$ cat src/rtl/nand_ecc_pkg.sv
package nand_ecc_pkg;

  // Column groups: for data bit index weight 2^j, mask of bits whose index has bit j == sel
  function automatic logic [7:0] col_mask(input int j, input bit sel);
    logic [7:0] m;
    for (int i = 0; i < 8; i++) begin
      m[i] = (((i >> j) & 1) == int'(sel));
    end
    return m;
  endfunction

  function automatic int code_width(input int addr_w, input int col_w);
    return 2 * addr_w + 2 * col_w;
  endfunction

  function automatic int spare_lanes(input int code_w);
    return (code_w + 2 + 7) / 8;
  endfunction

  typedef struct packed {
    logic waiting;
    logic done;
  } chunk_flags_t;

endpackage

$ cat src/rtl/nand_ecc_byte_terms.sv
module nand_ecc_byte_terms
  import nand_ecc_pkg::*;
#(
  parameter int DATA_W = 8,
  parameter int ADDR_W = 8,
  parameter int COL_W  = $clog2(DATA_W),
  parameter int CODE_W = code_width(ADDR_W, COL_W)
) (
  input  logic [DATA_W-1:0] data,
  input  logic [ADDR_W-1:0] pos,
  output logic [CODE_W-1:0] term
);
  localparam int LINE_BASE = 2 * COL_W;

  logic row_par;
  assign row_par = ^data;

  genvar j, k;
  generate
    for (j = 0; j < COL_W; j++) begin : g_col
      localparam logic [7:0] M_LO = col_mask(j, 1'b0);
      localparam logic [7:0] M_HI = col_mask(j, 1'b1);
      assign term[2*j]   = ^(data & M_LO[DATA_W-1:0]);
      assign term[2*j+1] = ^(data & M_HI[DATA_W-1:0]);
    end
    for (k = 0; k < ADDR_W; k++) begin : g_line
      assign term[LINE_BASE + 2*k]     = row_par & ~pos[k];
      assign term[LINE_BASE + 2*k + 1] = row_par &  pos[k];
    end
  endgenerate
endmodule

$ cat src/rtl/nand_ecc_chunk_ctrl.sv
module nand_ecc_chunk_ctrl
  import nand_ecc_pkg::*;
#(
  parameter int CHUNK_BYTES = 256,
  parameter int ADDR_W      = $clog2(CHUNK_BYTES)
) (
  input  logic              clk,
  input  logic              rst_n,
  input  logic              take,
  input  logic              clear,
  input  logic              hold_on_done,
  input  logic              code_ack,
  output logic [ADDR_W-1:0] pos,
  output logic              last,
  output logic              done,
  output logic              waiting
);
  localparam logic [ADDR_W-1:0] LAST_POS = ADDR_W'(CHUNK_BYTES - 1);

  chunk_flags_t flags_q, flags_d;
  logic [ADDR_W-1:0] pos_q;

  assign last = take && (pos_q == LAST_POS);

  always_comb begin
    flags_d = flags_q;
    flags_d.done = last;
    if (clear || code_ack) flags_d.waiting = 1'b0;
    if (last && hold_on_done) flags_d.waiting = 1'b1;
  end

  always_ff @(posedge clk or negedge rst_n) begin
    if (!rst_n) begin
      pos_q   <= '0;
      flags_q <= '0;
    end else begin
      flags_q <= flags_d;
      if (clear)      pos_q <= '0;
      else if (last)  pos_q <= '0;
      else if (take)  pos_q <= pos_q + 1'b1;
    end
  end

  assign pos     = pos_q;
  assign done    = flags_q.done;
  assign waiting = flags_q.waiting;
endmodule

$ cat src/rtl/nand_ecc_spare_pack.sv
module nand_ecc_spare_pack
  import nand_ecc_pkg::*;
#(
  parameter int CODE_W = 22,
  parameter int LANES  = spare_lanes(CODE_W)
) (
  input  logic [CODE_W-1:0]  code,
  output logic [LANES*8-1:0] lanes
);
  localparam int SW = LANES * 8;

  logic [SW-1:0] shifted;
  assign shifted = ~(SW'(code) << 2);

  genvar i;
  generate
    for (i = 0; i < LANES; i++) begin : g_lane
      // offset i takes the byte counted from the top of the shifted word
      assign lanes[8*i +: 8] = shifted[8*(LANES-1-i) +: 8];
    end
  endgenerate
endmodule

$ cat src/rtl/nand_page_ecc.sv
module nand_page_ecc
  import nand_ecc_pkg::*;
#(
  parameter int CHUNK_BYTES = 256,
  parameter int DATA_W      = 8,
  parameter int OUT_W       = 32,
  parameter int SPARE_W     = 24
) (
  input  logic               clk,
  input  logic               rst_n,
  input  logic               in_valid,
  output logic               in_ready,
  input  logic [DATA_W-1:0]  in_data,
  input  logic               ecc_en,
  input  logic               clear,
  input  logic               hold_on_done,
  input  logic               code_ack,
  output logic               chunk_done,
  output logic [OUT_W-1:0]   code_word,
  output logic [SPARE_W-1:0] spare_bytes
);
  localparam int ADDR_W = $clog2(CHUNK_BYTES);
  localparam int COL_W  = $clog2(DATA_W);
  localparam int CODE_W = code_width(ADDR_W, COL_W);
  localparam int LANES  = spare_lanes(CODE_W);

  logic              waiting, take, last;
  logic [ADDR_W-1:0] pos;
  logic [CODE_W-1:0] term, acc_q, code_q, acc_next;

  assign in_ready = !waiting;
  assign take     = in_valid && in_ready && ecc_en && !clear;

  nand_ecc_chunk_ctrl #(.CHUNK_BYTES(CHUNK_BYTES), .ADDR_W(ADDR_W)) u_ctrl (
    .clk(clk), .rst_n(rst_n), .take(take), .clear(clear),
    .hold_on_done(hold_on_done), .code_ack(code_ack),
    .pos(pos), .last(last), .done(chunk_done), .waiting(waiting)
  );

  nand_ecc_byte_terms #(.DATA_W(DATA_W), .ADDR_W(ADDR_W), .COL_W(COL_W), .CODE_W(CODE_W)) u_terms (
    .data(in_data), .pos(pos), .term(term)
  );

  assign acc_next = acc_q ^ term;

  always_ff @(posedge clk or negedge rst_n) begin
    if (!rst_n) begin
      acc_q  <= '0;
      code_q <= '0;
    end else if (clear) begin
      acc_q <= '0;
    end else if (last) begin
      acc_q  <= '0;
      code_q <= acc_next;
    end else if (take) begin
      acc_q <= acc_next;
    end
  end

  assign code_word = OUT_W'(code_q);

  logic [LANES*8-1:0] lanes;
  nand_ecc_spare_pack #(.CODE_W(CODE_W), .LANES(LANES)) u_pack (
    .code(code_q), .lanes(lanes)
  );
  assign spare_bytes = SPARE_W'(lanes);
endmodule

$ cat config.mk
export PLATFORM = sky130hd
export DESIGN_NAME = nand_page_ecc
export DESIGN_NICKNAME = d
export VERILOG_FILES = /design/src/rtl/nand_ecc_pkg.sv /design/src/rtl/nand_ecc_byte_terms.sv /design/src/rtl/nand_ecc_chunk_ctrl.sv /design/src/rtl/nand_ecc_spare_pack.sv /design/src/rtl/nand_page_ecc.sv
export SDC_FILE = /design/constraint.sdc
export NUM_CORES = 1
export LEC_CHECK = 0
export ABC_AREA = 1
export CAP_MARGIN = 20
export CORE_ASPECT_RATIO = 2
export CORE_MARGIN = 10
export CORE_UTILIZATION = 45
export CTS_CLUSTER_SIZE = 24
export DETAILED_ROUTE_END_ITERATION = 6
export GPL_TIMING_DRIVEN = 0
export PLACE_DENSITY = 0.76
export SYNTH_ARGS = -nofsm -noshare
export SYNTH_HDL_FRONTEND = slang
export SYNTH_SLANG_ARGS = --single-unit
export TNS_END_PERCENT = 50
$ cat constraint.sdc
create_clock -name clk -period 1.77 [get_ports clk]
set_clock_uncertainty 0.15 [all_clocks]
set_input_delay 0.354 -clock clk [delete_from_list [all_inputs] [get_ports clk]]
set_output_delay 0.354 -clock clk [all_outputs]
set_load 0.02 [all_outputs]
Yosys cells after proc, flatten, opt, wreduce, memory -nomap -nowiden
Index checks and enable logic that the tools add are counted.
{ "op_classes": {"eq_ne": 1, "addsub": 1, "muxes": 8, "reduce_logical": 18, "bitwise": 27} }
{ "op_table": {"columns": ["op", "count"], "rows": [
  ["two-way mux 22 bit", 3],
  ["parity 8 bit", 7],
  ["two-way mux 8 bit", 3],
  ["inverter 24 bit", 1],
  ["bitwise XOR 22 bit", 1],
  ["AND 1 bit", 16],
  ["inverter 1 bit", 9],
  ["adder 8 x 1 -> 8 bit, second input constant", 1],
  ["equality test 8 bit, second input constant", 1],
  ["logical AND 1 bit", 5],
  ["nonzero test 3 bit", 1],
  ["zero test 1 bit", 2],
  ["two-way mux 1 bit", 2],
  ["AND reduction 2 bit", 1],
  ["nonzero test 2 bit", 1],
  ["logical OR 1 bit", 1]
]} }
{ "totals": {"elab_cells": 60, "register_bits": 54, "in_bits": 15, "out_inout_bits": 58} }

Logic depth before layout (Yosys ltp)
{ "depth": {"ltp_word": 7, "mapped_depth": 11} }

Cells and area by module
Synthesis repeated with hierarchy kept, for this count alone.
{ "hier_totals": {"hier_cells": 486, "area_unflattened_um2": 3315.7} }
{ "by_module_without_submodules": {"columns": ["module", "n_inst", "cells_per_inst", "area_each_um2"], "rows": [
  ["nand_page_ecc", 1, 319, 2294.7],
  ["nand_ecc_chunk_ctrl", 1, 66, 520.5],
  ["nand_ecc_byte_terms", 1, 76, 399.1],
  ["nand_ecc_spare_pack", 1, 25, 101.3]
]} }

Least setup slack after synthesis
Ideal clock, no wire load.
{ "synth_timing": {"kind": "reg2reg", "start": "reg u_ctrl.pos_q[0] (netlist: u_ctrl.pos[0])", "end": "reg acc_q[7]", "stages_incl_launch_ff": 10, "arrival_ps": 1434, "setup_time_ps": 117, "setup_slack_ps": 69, "required_ps": 1503, "path_cell_list": "dfrtp_1 ha_1 nand4_4 nor3_4 nand2_1 nand2_4 inv_4 buf_6 nand3_1 nand2_1"} }
{ "synth_between": {"elab_chain_cells": 5} }
{ "synth_lines": {"columns": ["item", "line", "text"], "rows": [
  ["from (decl)", "nand_ecc_chunk_ctrl.sv:21", "logic [ADDR_W-1:0] pos_q;"],
  ["from (signal assigned)", "nand_ecc_chunk_ctrl.sv:40", "else if (take) pos_q <= pos_q + 1'b1;"],
  ["AND 1 bit", "nand_ecc_byte_terms.sv:28", "assign term[LINE_BASE + 2*k + 1] = row_par & pos[k];"],
  ["bitwise XOR 22 bit", "nand_page_ecc.sv:44", "assign acc_next = acc_q ^ term;"],
  ["two-way mux 22 bit", "nand_page_ecc.sv:55", "end else if (take) begin"],
  ["two-way mux 22 bit", "nand_page_ecc.sv:52", "end else if (last) begin"],
  ["two-way mux 22 bit", "nand_page_ecc.sv:50", "end else if (clear) begin"],
  ["to (signal assigned)", "nand_page_ecc.sv:56", "acc_q <= acc_next;"],
  ["to (decl)", "nand_page_ecc.sv:29", "logic [CODE_W-1:0] term, acc_q, code_q, acc_next;"]
]} }
Parallel ways exist; a longest one is shown, timed or not. The select of a mux whose other input is x is not followed.
A chain may end at the register's enable or synchronous reset.

Worst setup path after layout
{ "layout_timing": {"start": "reg u_ctrl.flags_q (netlist bit u_ctrl.done)", "end": "out chunk_done"} }
{ "layout_rtl": {"columns": ["item", "line", "text"], "rows": [
  ["from (decl)", "nand_ecc_chunk_ctrl.sv:20", "chunk_flags_t flags_q, flags_d;"],
  ["from (signal assigned)", "nand_ecc_chunk_ctrl.sv:37", "flags_q <= flags_d;"],
  ["to (decl)", "nand_page_ecc.sv:18", "output logic chunk_done,"]
]} }
No word-level cell between the ends.

==> summary.md <==
| Metric | Value |
|---|---|
| Post-synth EDFFs | 0 |
| Reg clk slew, reported paths | ~0.07 ns |
| Leakage | between 2 and 2.5 nW |
| Post-synth top flop | dfrtp_1 |
| Critical Path Slowest Stage Cell | clkdlybuf4s50_1 |
| Die W | 78.27 um |
| Number of antenna-violating nets in the routed design | 0 |
| Worst vdd ir | 568.1 uV |
| Clock latency at the later pin of the worst-skew pair | 0.30 ns |
| CTS Root Cell | clkbuf_16 |
| I/O Buffers | 60 |
| ANT cells | 0 |
| PD cells | between 600 and 700 nW/um^2 |
| Cell Chain, Critical Path | clkdlybuf4s50_1 |
| Core area | 6621 um^2 |
| Synth cell types | 27 |
| Ports | 73 |
| Clock tree from TritonCTS | done |
| Worst Setup Start Kind | flip-flop |
| Routed WL | around 8.0 mm |
| Die Height | 136.5 um |
| Bufs and invs on worst path | 1 |
| HP Class | flip-flop to flip-flop |
| RSZ-0062 raised after global routing | yes |
| Layout cell share with drive strength beyond 1 | approximately 14% |
| Starting Density | 46.15% |
| Total iterations of the first detailed-routing run | 4 |
| Grt ovf | 0 |
| Dpl hpwl | 6.116 mm |
| Critical Path Max Stage Delay | 0.60 ns |
| Final hold violations | 0 |
| P&R area growth vs syn | 33.05% |
| Largest net degree at the start of global routing | 40 |
| Ys async rst share | 100.0% |
| Initial antenna violation count | 0 |
| Routed wire per std cell | between 10 and 15 um |
| Netlist Area Pre-Place | 3055 um^2 |
| DRC viols | 0 |
| Die Area | 10690 um^2 |
| TritonCTS buffer count | 5 |
| First-pass GRT wire length | 13.05 mm |
| Critical path data arrival time | 1.22 ns |
| Mean post-synth cell area | 7.563 um^2 |
| Final setup vio count | 0 |
| Crit path max-delay family | buffers and inverters |
| Final Slew Violations | 0 |
| Tmin final | ~1.7 ns |
| Clk sinks | 54 |
| Routability cong. | 0.8408 |
| Max_cap viols | 0 |
| Status | finished, final reports clean |
| Routed vias | 2810 |
| Minimum hold slack | 0.3431 ns |
| Crit. End Element | output pin |
| Gate Count Post-Synth | 404 |
| Htree depth | 2 |
| Final worst setup slack | roughly 0.046 ns |
| Final cell count without fillers | 581 |
| CP Max Fanout | 1 |
| Yosys synthesis warning count | 0 |
| Final period util | between 90% and 100% |
| Vias in the first global route | 2840 |
| Fmax | around 0.58 GHz |
| Post-synthesis sequential area ratio | 44.23% |
| FF+latch count, synth | 54 |
| DR vias/cell | roughly 4.8 |
| Total Routing Usage GR | between 10% and 20% |
| Pre-CTS setup slack | -0.4999 ns |
| Placed Cells | around 560 |
| Site Rows | 42 |
| Initial DRC Count | approximately 180 |
| CTS max path bufs | 2 |
| Data required time of the worst path | 1.27 ns |
| CP Class | flip-flop to output pin |
| Layout Nets | 508 |
-- layout make-up --
cell class	count	area [um^2]
fillers	655	2556
multi-input cells	271	1353
flip-flops and latches	54	1353
plain buffers	23	202.7
clock buffers	7	142.6
well taps	88	110.1
repair buffers	72	650.6
inverters	65	249.0
clock inverters	1	5.005
-- power breakdown --
part           internal (mW)  switching (mW)  total [mW]  leakage (nW)
logic                  0.158           0.258       0.415          1.32
clock network          0.562           0.440        1.00        0.0739
registers               1.26          0.0200        1.28         0.725
-- path summary, 6_finish.rpt --
check / depth (start not counted) / startpoint / endpoint / slack [ns]
max: 1 / u_ctrl.done$_DFF_PN0_ / chunk_done / 0.05
min: 2 / acc_q[1]$_DFFE_PN0P_ / acc_q[1]$_DFFE_PN0P_ / 0.34
max reg2reg: 9 / u_ctrl.pos[1]$_DFFE_PN0P_ / acc_q[5]$_DFFE_PN0P_ / 0.05
min reg2reg: 2 / acc_q[1]$_DFFE_PN0P_ / acc_q[1]$_DFFE_PN0P_ / 0.34
max in group asynchronous: 3 / rst_n / u_ctrl.pos[0]$_DFFE_PN0P_ / 0.56
min in group asynchronous: 2 / rst_n / acc_q[6]$_DFFE_PN0P_ / 0.37
-- cells by family after synthesis --
family / after synthesis / share of synthesized area, %
AOI/OAI and AO/OA: 21 / 3.686
and+or+nand+nor: 219 / 32.06
other: 2 / 0.2458
xor gates and xnor gates: 18 / 5.160
DFF: 54 / 44.23
adders and majority gates: 1 / 0.4094
buffers and inverters: 89 / 14.21
-- synth_stat cells (2+ instances only) --
cell type  count  area share [%]
inv_2          4            0.49
conb_1         2            0.25
xor2_1        13             3.7
nand2_2        5             1.0
o21ai_1        6            0.98
xnor2_1        5             1.4
buf_4         14             3.4
nand2_1      134              16
nor2_1         5            0.61
buf_2          5            0.82
nand3_2        3            0.98
dfrtp_1       54              44
o21ai_0       10             1.6
inv_1         58             7.1
o22ai_1        4            0.82
nand3_1       67              11
buf_6          5             1.8
-- placed cells by master, fill, tap and decap left out, types with 7 or more instances in the layout --
cell type	synthesis	layout
nand2_1	134	131
buf_4	14	21
o21ai_0	10	10
nand2_2	5	7
nand3_1	67	64
xor2_1	13	13
dfrtp_1	54	53
inv_1	58	58
conb_1	2	12
dlygate4sd2_1	0	52
-- layer usage --
layer  routed length (um)  vias to the layer above  global-route usage, %
met3                  427                       19                  4.074
met4                  284                        0                  9.018
met5                    0                        -                      0
li1                     -                     1396                      -
met1                 2737                     1318                  13.73
met2                 4564                       77                  28.49
-- registers in the layout, indices dropped and copies added (netlist names) --
name	cells
acc_q	22
u_ctrl.waiting	1
code_q	22
u_ctrl.pos	8
u_ctrl.done	1
-- stage by stage --
step                area [um^2]  utilization, %  setup TNS (ns)  total power, mW
global placement           3804           57.45          -95.96            1.675
global route               4065           61.39        -0.03978            2.822
detailed placement         3819           57.67          -17.15            1.693
floorplan                  3093               -               0            1.563
CTS                        3958           59.77               0            2.704
finish                     4065           61.39               0            2.700
-- repair_timing --
item / 4_1_cts / 5_1_grt
pin swaps: 0 / 2
hold endpoints to repair: 15 / 0
gates resized for setup: 60 / 11
setup buffers: 2 / 8
hold buffers: 1 / 0
endpoints found under the setup margin: 86 / 43
Note: power is estimated with default switching activity, not from simulation.
